File: src/rtl/txdb_pkg.sv
package txdb_pkg;
  localparam int DEF_CNT_W    = 4;
  localparam int DEF_CAPACITY = 2;
  localparam int DEF_LEN_W    = 12;
  localparam int DEF_ALIGN    = 4;
endpackage

File: src/rtl/txdb_wrap_counter.sv
module txdb_wrap_counter #(
  parameter int W = 4
) (
  input  logic         clk,
  input  logic         rst,
  input  logic         inc,
  output logic [W-1:0] q
);
  always_ff @(posedge clk) begin
    if (rst)      q <= '0;
    else if (inc) q <= q + 1'b1;
  end

  // the counter rolls over from all-ones to zero
  p_wrap_r10: assert property (@(posedge clk) disable iff (rst)
    (inc && (q == {W{1'b1}})) |=> (q == '0));
endmodule

File: src/rtl/txdb_admit.sv
module txdb_admit #(
  parameter int CNT_W    = 4,
  parameter int CAPACITY = 2
) (
  input  logic             clk,
  input  logic             rst,
  input  logic [CNT_W-1:0] in_cnt,
  input  logic [CNT_W-1:0] out_cnt,
  input  logic             wr_commit,
  input  logic             rd_done,
  output logic             space_ok,
  output logic             buf_ready,
  output logic             commit_ok,
  output logic             read_ok,
  output logic             ovf_err
);
  localparam logic [CNT_W-1:0] CAP_V = CNT_W'(CAPACITY);

  logic [CNT_W-1:0] occ;

  always_comb begin
    occ       = in_cnt - out_cnt;
    space_ok  = (occ < CAP_V);
    buf_ready = (occ != '0);
    commit_ok = wr_commit && space_ok;
    read_ok   = rd_done && buf_ready;
  end

  always_ff @(posedge clk) begin
    if (rst)                         ovf_err <= 1'b0;
    else if (wr_commit && !space_ok) ovf_err <= 1'b1;
  end

  // the occupancy never exceeds the capacity
  p_occ_bound_r2: assert property (@(posedge clk) disable iff (rst)
    occ <= CAP_V);

  // once set, the error flag stays set
  p_ovf_sticky_r8: assert property (@(posedge clk) disable iff (rst)
    ovf_err |=> ovf_err);
endmodule

File: src/rtl/txdb_align.sv
module txdb_align #(
  parameter int LEN_W = 12,
  parameter int ALIGN = 4
) (
  input  logic           clk,
  input  logic           rst,
  input  logic           load,
  input  logic [LEN_W-1:0] len_in,
  output logic [LEN_W:0]   len_out
);
  localparam int OW = LEN_W + 1;
  localparam logic [OW-1:0] ROUND = OW'(ALIGN - 1);

  logic [OW-1:0] rounded;

  always_comb rounded = ({1'b0, len_in} + ROUND) & ~ROUND;

  always_ff @(posedge clk) begin
    if (rst)       len_out <= '0;
    else if (load) len_out <= rounded;
  end

  // a loaded length is always a multiple of the alignment
  p_aligned_r7: assert property (@(posedge clk) disable iff (rst)
    (len_out & ROUND) == '0);
endmodule

File: src/rtl/txdb_ctrl.sv
module txdb_ctrl
  import txdb_pkg::*;
#(
  parameter int CNT_W    = DEF_CNT_W,
  parameter int CAPACITY = DEF_CAPACITY,
  parameter int LEN_W    = DEF_LEN_W,
  parameter int ALIGN    = DEF_ALIGN
) (
  input  logic             clk,
  input  logic             rst,
  input  logic             wr_commit,
  input  logic [LEN_W-1:0] wr_len,
  input  logic             rd_done,
  output logic             space_ok,
  output logic             fill_idx,
  output logic [CNT_W-1:0] in_count,
  output logic [LEN_W:0]   commit_len,
  output logic             notify,
  output logic             buf_ready,
  output logic             rd_idx,
  output logic [CNT_W-1:0] out_count,
  output logic             ovf_err
);
  logic commit_ok;
  logic read_ok;

  txdb_wrap_counter #(.W(CNT_W)) in_ctr_i (
    .clk(clk), .rst(rst), .inc(commit_ok), .q(in_count)
  );

  txdb_wrap_counter #(.W(CNT_W)) out_ctr_i (
    .clk(clk), .rst(rst), .inc(read_ok), .q(out_count)
  );

  txdb_admit #(.CNT_W(CNT_W), .CAPACITY(CAPACITY)) admit_i (
    .clk(clk), .rst(rst),
    .in_cnt(in_count), .out_cnt(out_count),
    .wr_commit(wr_commit), .rd_done(rd_done),
    .space_ok(space_ok), .buf_ready(buf_ready),
    .commit_ok(commit_ok), .read_ok(read_ok),
    .ovf_err(ovf_err)
  );

  txdb_align #(.LEN_W(LEN_W), .ALIGN(ALIGN)) align_i (
    .clk(clk), .rst(rst), .load(commit_ok),
    .len_in(wr_len), .len_out(commit_len)
  );

  always_ff @(posedge clk) begin
    if (rst) notify <= 1'b0;
    else     notify <= commit_ok;
  end

  assign fill_idx = in_count[0];
  assign rd_idx   = out_count[0];

  // every notify pulse matches one step of the input counter
  p_notify_r4: assert property (@(posedge clk) disable iff (rst)
    notify |-> (in_count == $past(in_count) + 1'b1));

  // a commit while full changes neither the counter nor the length
  p_reject_r8: assert property (@(posedge clk) disable iff (rst)
    (wr_commit && !space_ok) |=> ($stable(in_count) && $stable(commit_len) && ovf_err));

  // a read pulse with nothing stored leaves the output counter alone
  p_rd_empty_r6: assert property (@(posedge clk) disable iff (rst)
    (rd_done && !buf_ready) |=> $stable(out_count));

  // a same-cycle accepted commit and read keep the occupancy
  p_simul_r11: assert property (@(posedge clk) disable iff (rst)
    (wr_commit && space_ok && rd_done && buf_ready) |=>
      ((in_count - out_count) == $past(in_count - out_count)));
endmodule

File: config.mk
export PLATFORM = sky130hd
export DESIGN_NAME = txdb_ctrl
export DESIGN_NICKNAME = d
export VERILOG_FILES = /design/src/rtl/txdb_pkg.sv /design/src/rtl/txdb_wrap_counter.sv /design/src/rtl/txdb_admit.sv /design/src/rtl/txdb_align.sv /design/src/rtl/txdb_ctrl.sv
export SDC_FILE = /design/constraint.sdc
export NUM_CORES = 1
export LEC_CHECK = 0
export ABC_AREA = 1
export BUFFER_PORTS_ARGS = -buffer_cell sky130_fd_sc_hd__buf_2
export CORE_MARGIN = 5
export CORE_UTILIZATION = 45
export DETAILED_ROUTE_END_ITERATION = 10
export GPL_TIMING_DRIVEN = 0
export PLACE_DENSITY = 0.78
export SETUP_SLACK_MARGIN = 0.02
export SYNTH_ARGS = -nofsm -noshare
export SYNTH_HDL_FRONTEND = slang
export SYNTH_SLANG_ARGS = --single-unit
File: constraint.sdc
create_clock -name clk -period 2.2 [get_ports clk]
set_clock_uncertainty 0.05 [all_clocks]
set_input_delay 0.22 -clock clk [delete_from_list [all_inputs] [get_ports clk]]
set_output_delay 0.22 -clock clk [all_outputs]
set_load 0.01 [all_outputs]
==> flow_metrics.tcl, run 1 <==
set metrics [dict create \
    grt_use_total_pct 15.6 \
    fin_util_pct 68.4 \
    wl_um 3460 \
    cts_tree "done" \
    holdBufCountCts 0 \
    ys_ff_latch 21 \
    ys_seq_area_share_pct 32.4 \
    hold_violations 0 \
    wl_met2_um 1690 \
    globalplace.congestion 0.757 \
    max_cap_violations 0 \
    p_switching_w 0.00103 \
    overflow 0 \
    num_antenna_cells 0 \
    synthFlopType "dfxtp_1" \
    p_int_w 0.00134 \
    synth.area.top_cells "dfxtp_1, nand2_1, nor2_1" \
    place_area_um2 1540 \
    swShare_pct 43.4 \
    combPwrFrac_pct 69.7 \
    die_y_um 63.7 \
    rows 19 \
    synth_edf_count 0 \
    fmax_mhz 437 \
    htreeDepth 1 \
    yosysWarnings 0 \
    postSynthAreaPerCell_um2 6.49 \
    finalSetupTns_ps -325 \
    final_area_um2 1890 \
    p_clk_share_pct 8.4 \
    dieArea_um2 4060 \
    start_util_pct 47.1 \
    power_frac_seq_pct 22.0 \
    wl_per_cell_um 11.9 \
    synth_area_um2 1300 \
    peakVddDrop_uv 1240 \
    grt_first_pass_wirelength_um 5150 \
    yosys.cell_types.count 25 \
    rsz0062_at_grt "true" \
    antenna_found_initial 0 \
    drt-initial-drc-count 64 \
    cts_buffers 3 \
    fill_cells 228 \
    yosysMostFrequentCell "nand2_1" \
    die_w_um 63.7 \
    cts_root_buf "clkbuf_4" \
    hold_class "in2reg" \
    synthCells 200 \
    fin_nets 283 \
    multi_input_area_um2 850 \
    yosys.area.top_type "dfxtp_1" \
    slew_viol_final 0 \
    cp_max_fo 4 \
    post-dp-hpwl_um 2190 \
    synthArstFlopShare_pct 0 \
    min_period_over_period_pct 104 \
    status "finished with violations" \
    ant_nets 0 \
    grt_max_degree 12 \
    vias_per_cell 4.75 \
    yosys.area.top_type_share_pct 32.4 \
    core_um2 2760 \
    top_level_ports 43 \
    cts_max_path_buffers 2 \
    setup_viol 12 \
    area_delta_synth_final_pct 45.3 \
    portBuffers 40 \
    dr_wl_met3_um 191 \
    ff_latch_area_um2 428 \
    drt_pre_antenna_iters 4 \
    grt_pass1_vias 1178 \
    path_clk_slew_ps 130 \
    cts_sinks 21 \
    top_layer "met4" \
    route.detailed.drc 0 \
    cp-end-kind "output pin" \
    power.density_nw_per_um2 1260 \
    wl_met1_um 1430 \
    violations "negative setup slack" \
    fin_hold_ws_ps 47.6 \
    layout-drive-gt1-share_pct 41.9 \
    path_class "reg2out" \
    setup_ws_ps -89.3 \
    critPathRequiredTime_ps 1930 \
    period_needed_ps 2290 \
    p_leak_nw 0.995 \
    worstSetupStartpointType "register" \
    num_vias 1382 \
    ys_top_cells_by_count "nand2_1, nor2_1, inv_1" \
    arrival_ps 2020 \
    clk_latency_ps 320 \
]
==> kinds of logic after synthesis <==
group | synth area share (%)
AND/OR/NAND/NOR | 37.1
adder cells (fa/ha/maj) | 6.36
other | 0.289
buffers and inverters | 13.7
XOR/XNOR | 4.05
AO/OA/AOI/OAI | 6.08
flip-flops | 32.4
==> critical path, cell delays in order (launching register included) <==
cell     delay (ps)
dfxtp_4         390
inv_4            40
ha_4            150
inv_4            50
fa_2            450
nor3_4          260
buf_6           140
nand3_4          90
buf_6           140
==> worst paths after layout <==
| check | slack, ps | startpoint | end | depth (start not counted) |
|---|---|---|---|---|
| worst max-delay path | -90 | in_ctr_i.q[0]$_SDFFE_PP0P_ | buf_ready | 8 |
| worst min-delay path | 50 | rst | in_ctr_i.q[2]$_SDFFE_PP0P_ | 2 |
| worst max register to register | -50 | in_ctr_i.q[0]$_SDFFE_PP0P_ | align_i.len_out[7]$_SDFFE_PP0P_ | 11 |
| worst min register to register | 430 | align_i.len_out[12]$_SDFFE_PP0P_ | align_i.len_out[12]$_SDFFE_PP0P_ | 2 |
==> routing by layer <==
layer,up-vias,GRT usage (%)
li1,724,-
met4,0,7.53
met3,16,3.02
met1,598,18.9
met2,44,26.1
met5,-,0
==> flip-flops by register name, indices dropped and copies added (netlist names) <==
| name | cells |
|---|---|
| out_ctr_i.q | 4 |
| in_ctr_i.q | 4 |
| notify | 1 |
| admit_i.ovf_err | 1 |
| align_i.len_out | 11 |
==> what timing repair did <==
action | CTS | global route
buffers inserted | 8 | 5
hold endpoints to repair | 0 | 0
cloned | 2 | 0
endpoints found under the setup margin | 21 | 17
pin swaps | 5 | 10
gates resized for setup | 29 | 35
==> cell usage in the layout, fill, tap and decap left out, drive strengths merged, types with 2 or more instances in the layout <==
master,netlist,final
a21oi,11,11
buf,7,62
clkbuf,0,4
conb,1,2
dfxtp,21,21
ha,5,5
inv,32,32
nand2,50,50
nand3,12,12
nand4,3,3
nor2,44,44
o21ai,4,4
xor2,5,5
==> through the flow <==
| stage | std cells | worst slack (ps) | power (W) |
|---|---|---|---|
| floorplan | 201 | 51.4 | 0.00121 |
| global placement | 272 | -86.1 | 0.00144 |
| detailed placement | 272 | -141 | 0.00146 |
| CTS | 286 | -74.7 | 0.00200 |
| global route | 291 | -180 | 0.00255 |
| finish | 291 | -89.3 | 0.00237 |
==> area by class of cell <==
| type | count | area share, % |
|---|---|---|
| plain buffers | 7 | 3.05 |
| clock buffers | 4 | 1.39 |
| inverters | 33 | 6.83 |
| multi-input cells | 140 | 45.1 |
| flip-flops and latches | 21 | 22.7 |
| well taps | 31 | 2.06 |
| repair buffers | 55 | 18.9 |
==> power by group through the flow <==
stage	logic [W]	clock network (W)	registers [W]
CTS	0.00128	0.000200	0.000517
detailed placement	0.000935	0	0.000529
floorplan	0.000648	0	0.000559
finish	0.00165	0.000198	0.000521
global placement	0.000912	0	0.000527
global route	0.00180	0.000220	0.000536
Note: power is estimated with default switching activity, not from simulation.
==> run 2: changes to the inputs <==
--- a/config.mk
+++ b/config.mk
@@ -11,7 +11,7 @@
 export CORE_UTILIZATION = 45
 export DETAILED_ROUTE_END_ITERATION = 10
 export GPL_TIMING_DRIVEN = 0
-export PLACE_DENSITY = 0.78
+export PLACE_DENSITY = 0.75
 export SETUP_SLACK_MARGIN = 0.02
 export SYNTH_ARGS = -nofsm -noshare
 export SYNTH_HDL_FRONTEND = slang
==> constraint.sdc (replaced) <==
create_clock -name clk -period 2.8 [get_ports clk]
set_clock_uncertainty 0.05 [all_clocks]
set_input_delay 0.28 -clock clk [delete_from_list [all_inputs] [get_ports clk]]
set_output_delay 0.28 -clock clk [all_outputs]
set_load 0.01 [all_outputs]
==> run 2 against run 1 <==
Effect of this change: the run now ends clean; count of clock-buffer cells in the layout did not move; routed wire length fell by 22%; sequential power decreased by 22%; critical path depth unchanged; combinational power is 56% lower; largest cell class unchanged; highest routed layer unchanged.
==> flow_metrics.tcl, run 2 (same netlist as run 1, synthesis figures left out) <==
set metrics [dict create \
    status "finished, final reports clean" \
    route.detailed.drc 0 \
    holdPathStages 2 \
    grt_use_total_pct 13.2 \
    worstSetupStartpointType "register" \
    critPathRequiredTime_ps 2470 \
    cp-end-kind "output pin" \
    top_level_ports 43 \
    p_leak_nw 0.892 \
    largest_reg_flops 11 \
    path_clk_slew_ps 120 \
    htreeDepth 1 \
    vias_per_cell 4.65 \
    ant_nets 0 \
    arrival_ps 2290 \
    setup_viol 0 \
    dieArea_um2 4060 \
    overflow 0 \
    cts_root_buf "clkbuf_4" \
    portBuffers 40 \
    cp_max_fo 9 \
    die_w_um 63.7 \
    path_class "reg2out" \
    min_period_over_period_pct 93.5 \
    cts_max_path_buffers 2 \
    hold_end "in_ctr_i.q[3]$_SDFFE_PP0P_" \
    drt-initial-drc-count 80 \
    cts_sinks 21 \
    num_vias 1283 \
    cts_buffers 3 \
    finalSetupTns_ps 0 \
    post-dp-hpwl_um 2120 \
    wl_per_cell_um 9.75 \
    antenna_found_initial 0 \
    final_common_cell "nand2_1" \
    grt_max_degree 12 \
    hold_violations 0 \
    r2r-start "out_ctr_i.q[0]$_SDFFE_PP0P_" \
    period_needed_ps 2620 \
    worstSetupStartpoint "out_ctr_i.q[0]$_SDFFE_PP0P_" \
    wl_um 2690 \
    globalplace.congestion 0.734 \
    hold_start "rst" \
    grt_pass1_vias 1044 \
    rows 19 \
    fill_cells 288 \
    slew_viol_final 0 \
    layout-drive-gt1-share_pct 22.9 \
    die_y_um 63.7 \
    num_antenna_cells 0 \
    fmax_mhz 382 \
    cts_setup_buffers 0 \
    r2r_setup_slack_ps 580 \
    grt_first_pass_wirelength_um 4460 \
    top_regs "align_i.len_out: 11 flops, in_ctr_i.q: 4 flops, out_ctr_i.q: 4 flops" \
    drt_pre_antenna_iters 4 \
    fin_hold_ws_ps 128 \
    max_cap_violations 0 \
    clk_latency_ps 300 \
    post_cts_resized 0 \
    top_register "align_i.len_out" \
    hold_class "in2reg" \
    reg2reg_depth 10 \
    core_um2 2760 \
    start_util_pct 47.1 \
    final_cell_mix "nand2_1, nor2_1, buf_2, inv_1, dfxtp_1" \
    cts_tree "done" \
    fin_nets 268 \
    timing.rr.end "align_i.len_out[2]$_SDFFE_PP0P_" \
    peakVddDrop_uv 490 \
    area_delta_synth_final_pct 20.7 \
    power.density_nw_per_um2 813 \
    rsz0062_at_grt "false" \
]
[run 2: stage by stage]
stage | instances | util, % | power (W) | area, um^2 | worst slack, ps
final | 276 | 56.8 | 0.00127 | 1570 | 183
after global routing | 276 | 56.8 | 0.00141 | 1570 | 23.5
after CTS | 276 | 56.8 | 0.00129 | 1570 | 147
after global placement | 272 | 55.9 | 0.00113 | 1540 | 488
after detailed placement | 272 | 55.9 | 0.00115 | 1540 | 486
after floorplan | 201 | - | 0.000948 | 1300 | 651
[run 2: worst max path at each step]
stage	end	slack, ps	cells past startpoint
3_5_place_dp	buf_ready	490	7
3_3_place_gp	buf_ready	490	7
6_report	buf_ready	180	8
2_1_floorplan	align_i.len_out[8]$_SDFFE_PP0P_	650	9
5_1_grt	buf_ready	20	8
4_1_cts	buf_ready	150	7
[run 2: timing repair]
action / CTS / global route
setup endpoints to repair: 0 / 1
hold buffers: 0 / 0
hold endpoints to repair: 0 / 0
[run 2: cell type report]
type | count | area (um^2) | area share, %
inverters | 33 | 124 | 7.91
flip-flops and latches | 21 | 420 | 26.8
well taps | 31 | 38.8 | 2.48
clock buffers | 4 | 26.3 | 1.68
repair buffers | 40 | 200 | 12.8
multi-input cells | 140 | 703 | 44.9
plain buffers | 7 | 53.8 | 3.43
[run 2: per-layer routing]
| layer | global-route usage, % | vias to the layer above | wire, um |
|---|---|---|---|
| li1 | - | 695 | - |
| met1 | 16.7 | 546 | 1250 |
| met2 | 21.6 | 38 | 1220 |
| met3 | 2.66 | 4 | 176 |
| met4 | 5.71 | 0 | 40 |
| met5 | 0 | - | 0 |
[run 2: power by group]
group	internal (W)	switching, W
Sequential	0.000361	0.0000458
Clock	0.0000556	0.0000917
Combinational	0.000282	0.000437
[run 2: worst max-delay path, cell delays in order (launching register included)]
cell     delay [ps]
dfxtp_1         470
ha_1            180
inv_1            50
fa_1            380
inv_1            60
nor2_1           60
nor3_4          340
nand3_2         230
buf_2           200
==> run 3: changes to the inputs <==
--- a/config.mk
+++ b/config.mk
@@ -5,13 +5,12 @@
 export SDC_FILE = /design/constraint.sdc
 export NUM_CORES = 1
 export LEC_CHECK = 0
-export ABC_AREA = 1
 export BUFFER_PORTS_ARGS = -buffer_cell sky130_fd_sc_hd__buf_2
 export CORE_MARGIN = 5
 export CORE_UTILIZATION = 45
 export DETAILED_ROUTE_END_ITERATION = 10
 export GPL_TIMING_DRIVEN = 0
-export PLACE_DENSITY = 0.75
+export PLACE_DENSITY = 0.77
 export SETUP_SLACK_MARGIN = 0.02
 export SYNTH_ARGS = -nofsm -noshare
 export SYNTH_HDL_FRONTEND = slang
==> run 3 against run 2 <==
Effect of this change: power grew 9.8%; die area shrank 7.8%; sequential power grew 5.9%; critical path depth shrank 1; global-route usage grew 2.4 points.
==> flow_metrics.tcl, run 3 <==
set metrics [dict create \
    status "finished, final reports clean" \
    antenna_found_initial 0 \
    post-dp-hpwl_um 2070 \
    cp_max_fo 7 \
    r2r_setup_slack_ps 430 \
    worst_slew_pin_slew_ps 586 \
    worstSetupStartpointType "register" \
    p_leak_nw 0.674 \
    period_needed_ps 2500 \
    cts_max_path_buffers 2 \
    wl_per_cell_um 12.8 \
    post_cts_resized 0 \
    final_cell_mix "buf_2, dfxtp_1, nor2_1, xor2_1, inv_1" \
    cts_root_buf "clkbuf_4" \
    yosys.area.top_type_share_pct 35.7 \
    peakVddDrop_uv 588 \
    ys_top_cells_by_count "dfxtp_1, nor2_1, xor2_1" \
    top_regs "align_i.len_out: 11 flops, in_ctr_i.q: 4 flops, out_ctr_i.q: 4 flops" \
    final_area_um2 1440 \
    critPathRequiredTime_ps 2470 \
    synth_edf_count 0 \
    synthFlopType "dfxtp_1" \
    fin_hold_ws_ps 197 \
    final_common_cell "buf_2" \
    cts_buffers 3 \
    critPathCapture "buf_ready" \
    rows 18 \
    r2r-start "out_ctr_i.q[0]$_SDFFE_PP0P_" \
    rsz0062_at_grt "false" \
    ys_seq_area_share_pct 35.7 \
    power.density_nw_per_um2 971 \
    yosysMostFrequentCell "dfxtp_1" \
    worstSetupStartpoint "out_ctr_i.q[0]$_SDFFE_PP0P_" \
    largest_reg_flops 11 \
    reg2reg_depth 8 \
    htreeDepth 1 \
    drt-initial-drc-count 32 \
    ant_nets 0 \
    yosysWarnings 0 \
    cts_setup_buffers 0 \
    start_util_pct 47.1 \
    timing.rr.end "out_ctr_i.q[2]$_SDFFE_PP0P_" \
    setup_viol 0 \
    path_class "reg2out" \
    die_w_um 61.2 \
    place_area_um2 1410 \
    clk_latency_ps 290 \
    route.detailed.drc 0 \
    grt_max_degree 12 \
    vias_per_cell 5.16 \
    num_vias 1053 \
    holdPathStages 3 \
    synth_area_um2 1180 \
    grt_use_total_pct 15.7 \
    yosys.cell_types.count 34 \
    fin_nets 197 \
    cts_tree "done" \
    synth.area.top_cells "dfxtp_1, a211oi_2, nor2_1" \
    fmax_mhz 400 \
    hold_violations 0 \
    postSynthAreaPerCell_um2 9.06 \
    path_clk_slew_ps 110 \
    core_um2 2500 \
    top_register "align_i.len_out" \
    drt_pre_antenna_iters 4 \
    cts_sinks 21 \
    max_slew_margin_pct 60.9 \
    min_period_over_period_pct 89.4 \
    dieArea_um2 3740 \
    yosys.area.top_type "dfxtp_1" \
    portBuffers 39 \
    ys_ff_latch 21 \
    grt_pass1_vias 1035 \
    arrival_ps 2170 \
    grt_first_pass_wirelength_um 4400 \
    finalSetupTns_ps 0 \
    die_y_um 61.2 \
    synthCells 130 \
    hold_class "in2reg" \
    synthArstFlopShare_pct 0 \
    max_cap_violations 0 \
    layout-drive-gt1-share_pct 33.3 \
    globalplace.congestion 0.774 \
    num_antenna_cells 0 \
    holdBufCountCts 0 \
    area_delta_synth_final_pct 22.3 \
    cp-end-kind "output pin" \
    slew_viol_final 0 \
    overflow 0 \
    wl_um 2610 \
    top_level_ports 43 \
]
[run 3: cell count changes after synthesis, moves of 4 or more]
cell	delta
a211oi_2	+6
a21oi_1	-4
and3_1	+5
inv_1	-25
nand2_1	-45
nand3_1	-4
nor2_1	-24
xnor2_1	+4
[run 3: worst min path at each step]
stage / startpoint / slack (ps) / end
after detailed placement: admit_i.ovf_err$_SDFFE_PP0P_ / 400 / admit_i.ovf_err$_SDFFE_PP0P_
after CTS: wr_commit / 180 / admit_i.ovf_err$_SDFFE_PP0P_
after floorplan: rd_done / 360 / out_ctr_i.q[0]$_SDFFE_PP0P_
final: wr_commit / 200 / admit_i.ovf_err$_SDFFE_PP0P_
after global routing: wr_commit / 170 / admit_i.ovf_err$_SDFFE_PP0P_
after global placement: admit_i.ovf_err$_SDFFE_PP0P_ / 390 / admit_i.ovf_err$_SDFFE_PP0P_
[run 3: per-stage QoR]
stage / power, W / util (%) / worst slack [ps] / cells
after floorplan: 0.00102 / - / 550 / 131
after global placement: 0.00124 / 56.6 / 509 / 200
after detailed placement: 0.00127 / 56.6 / 466 / 200
after CTS: 0.00142 / 57.6 / 285 / 204
after global routing: 0.00153 / 57.6 / 119 / 204
final: 0.00140 / 57.6 / 297 / 204
[run 3: logic make-up after synthesis]
logic type                 synth area share [%]
xor gates and xnor gates                   9.67
muxes                                      3.08
adders and majority gates                  7.01
AOI/OAI and AO/OA                          16.9
other                                     0.319
and+or+nand+nor                            18.7
buffers and inverters                      8.61
DFF                                        35.7
[run 3: layer usage]
layer  global-route usage (%)  vias up  wire [um]
li1                         -      528          -
met5                        0        -          0
met4                     6.50        0         10
met1                     18.4      487       1130
met2                     27.2       36       1260
met3                     3.77        2        203
[run 3: power breakdown]
part	leakage [nW]	internal [W]	switching (W)
registers	0.172	0.000377	0.0000537
logic	0.487	0.000365	0.000460
clock network	0.0150	0.0000554	0.0000868
[run 3: cell type report]
class,instances,area [um^2]
Multi-Input combinational cell,93,659
Timing Repair Buffer,39,195
Clock buffer,4,26.3
Buffer,10,75.1
Fill cell,234,1060
Inverter,7,26.3
Sequential cell,21,420
Tap cell,30,37.5
[run 3: critical path, stage by stage (launching register included)]
cell	delay, ps
dfxtp_1	460
ha_1	200
inv_1	50
fa_1	380
xor2_1	150
nor2_1	220
o211ai_2	220
buf_2	190
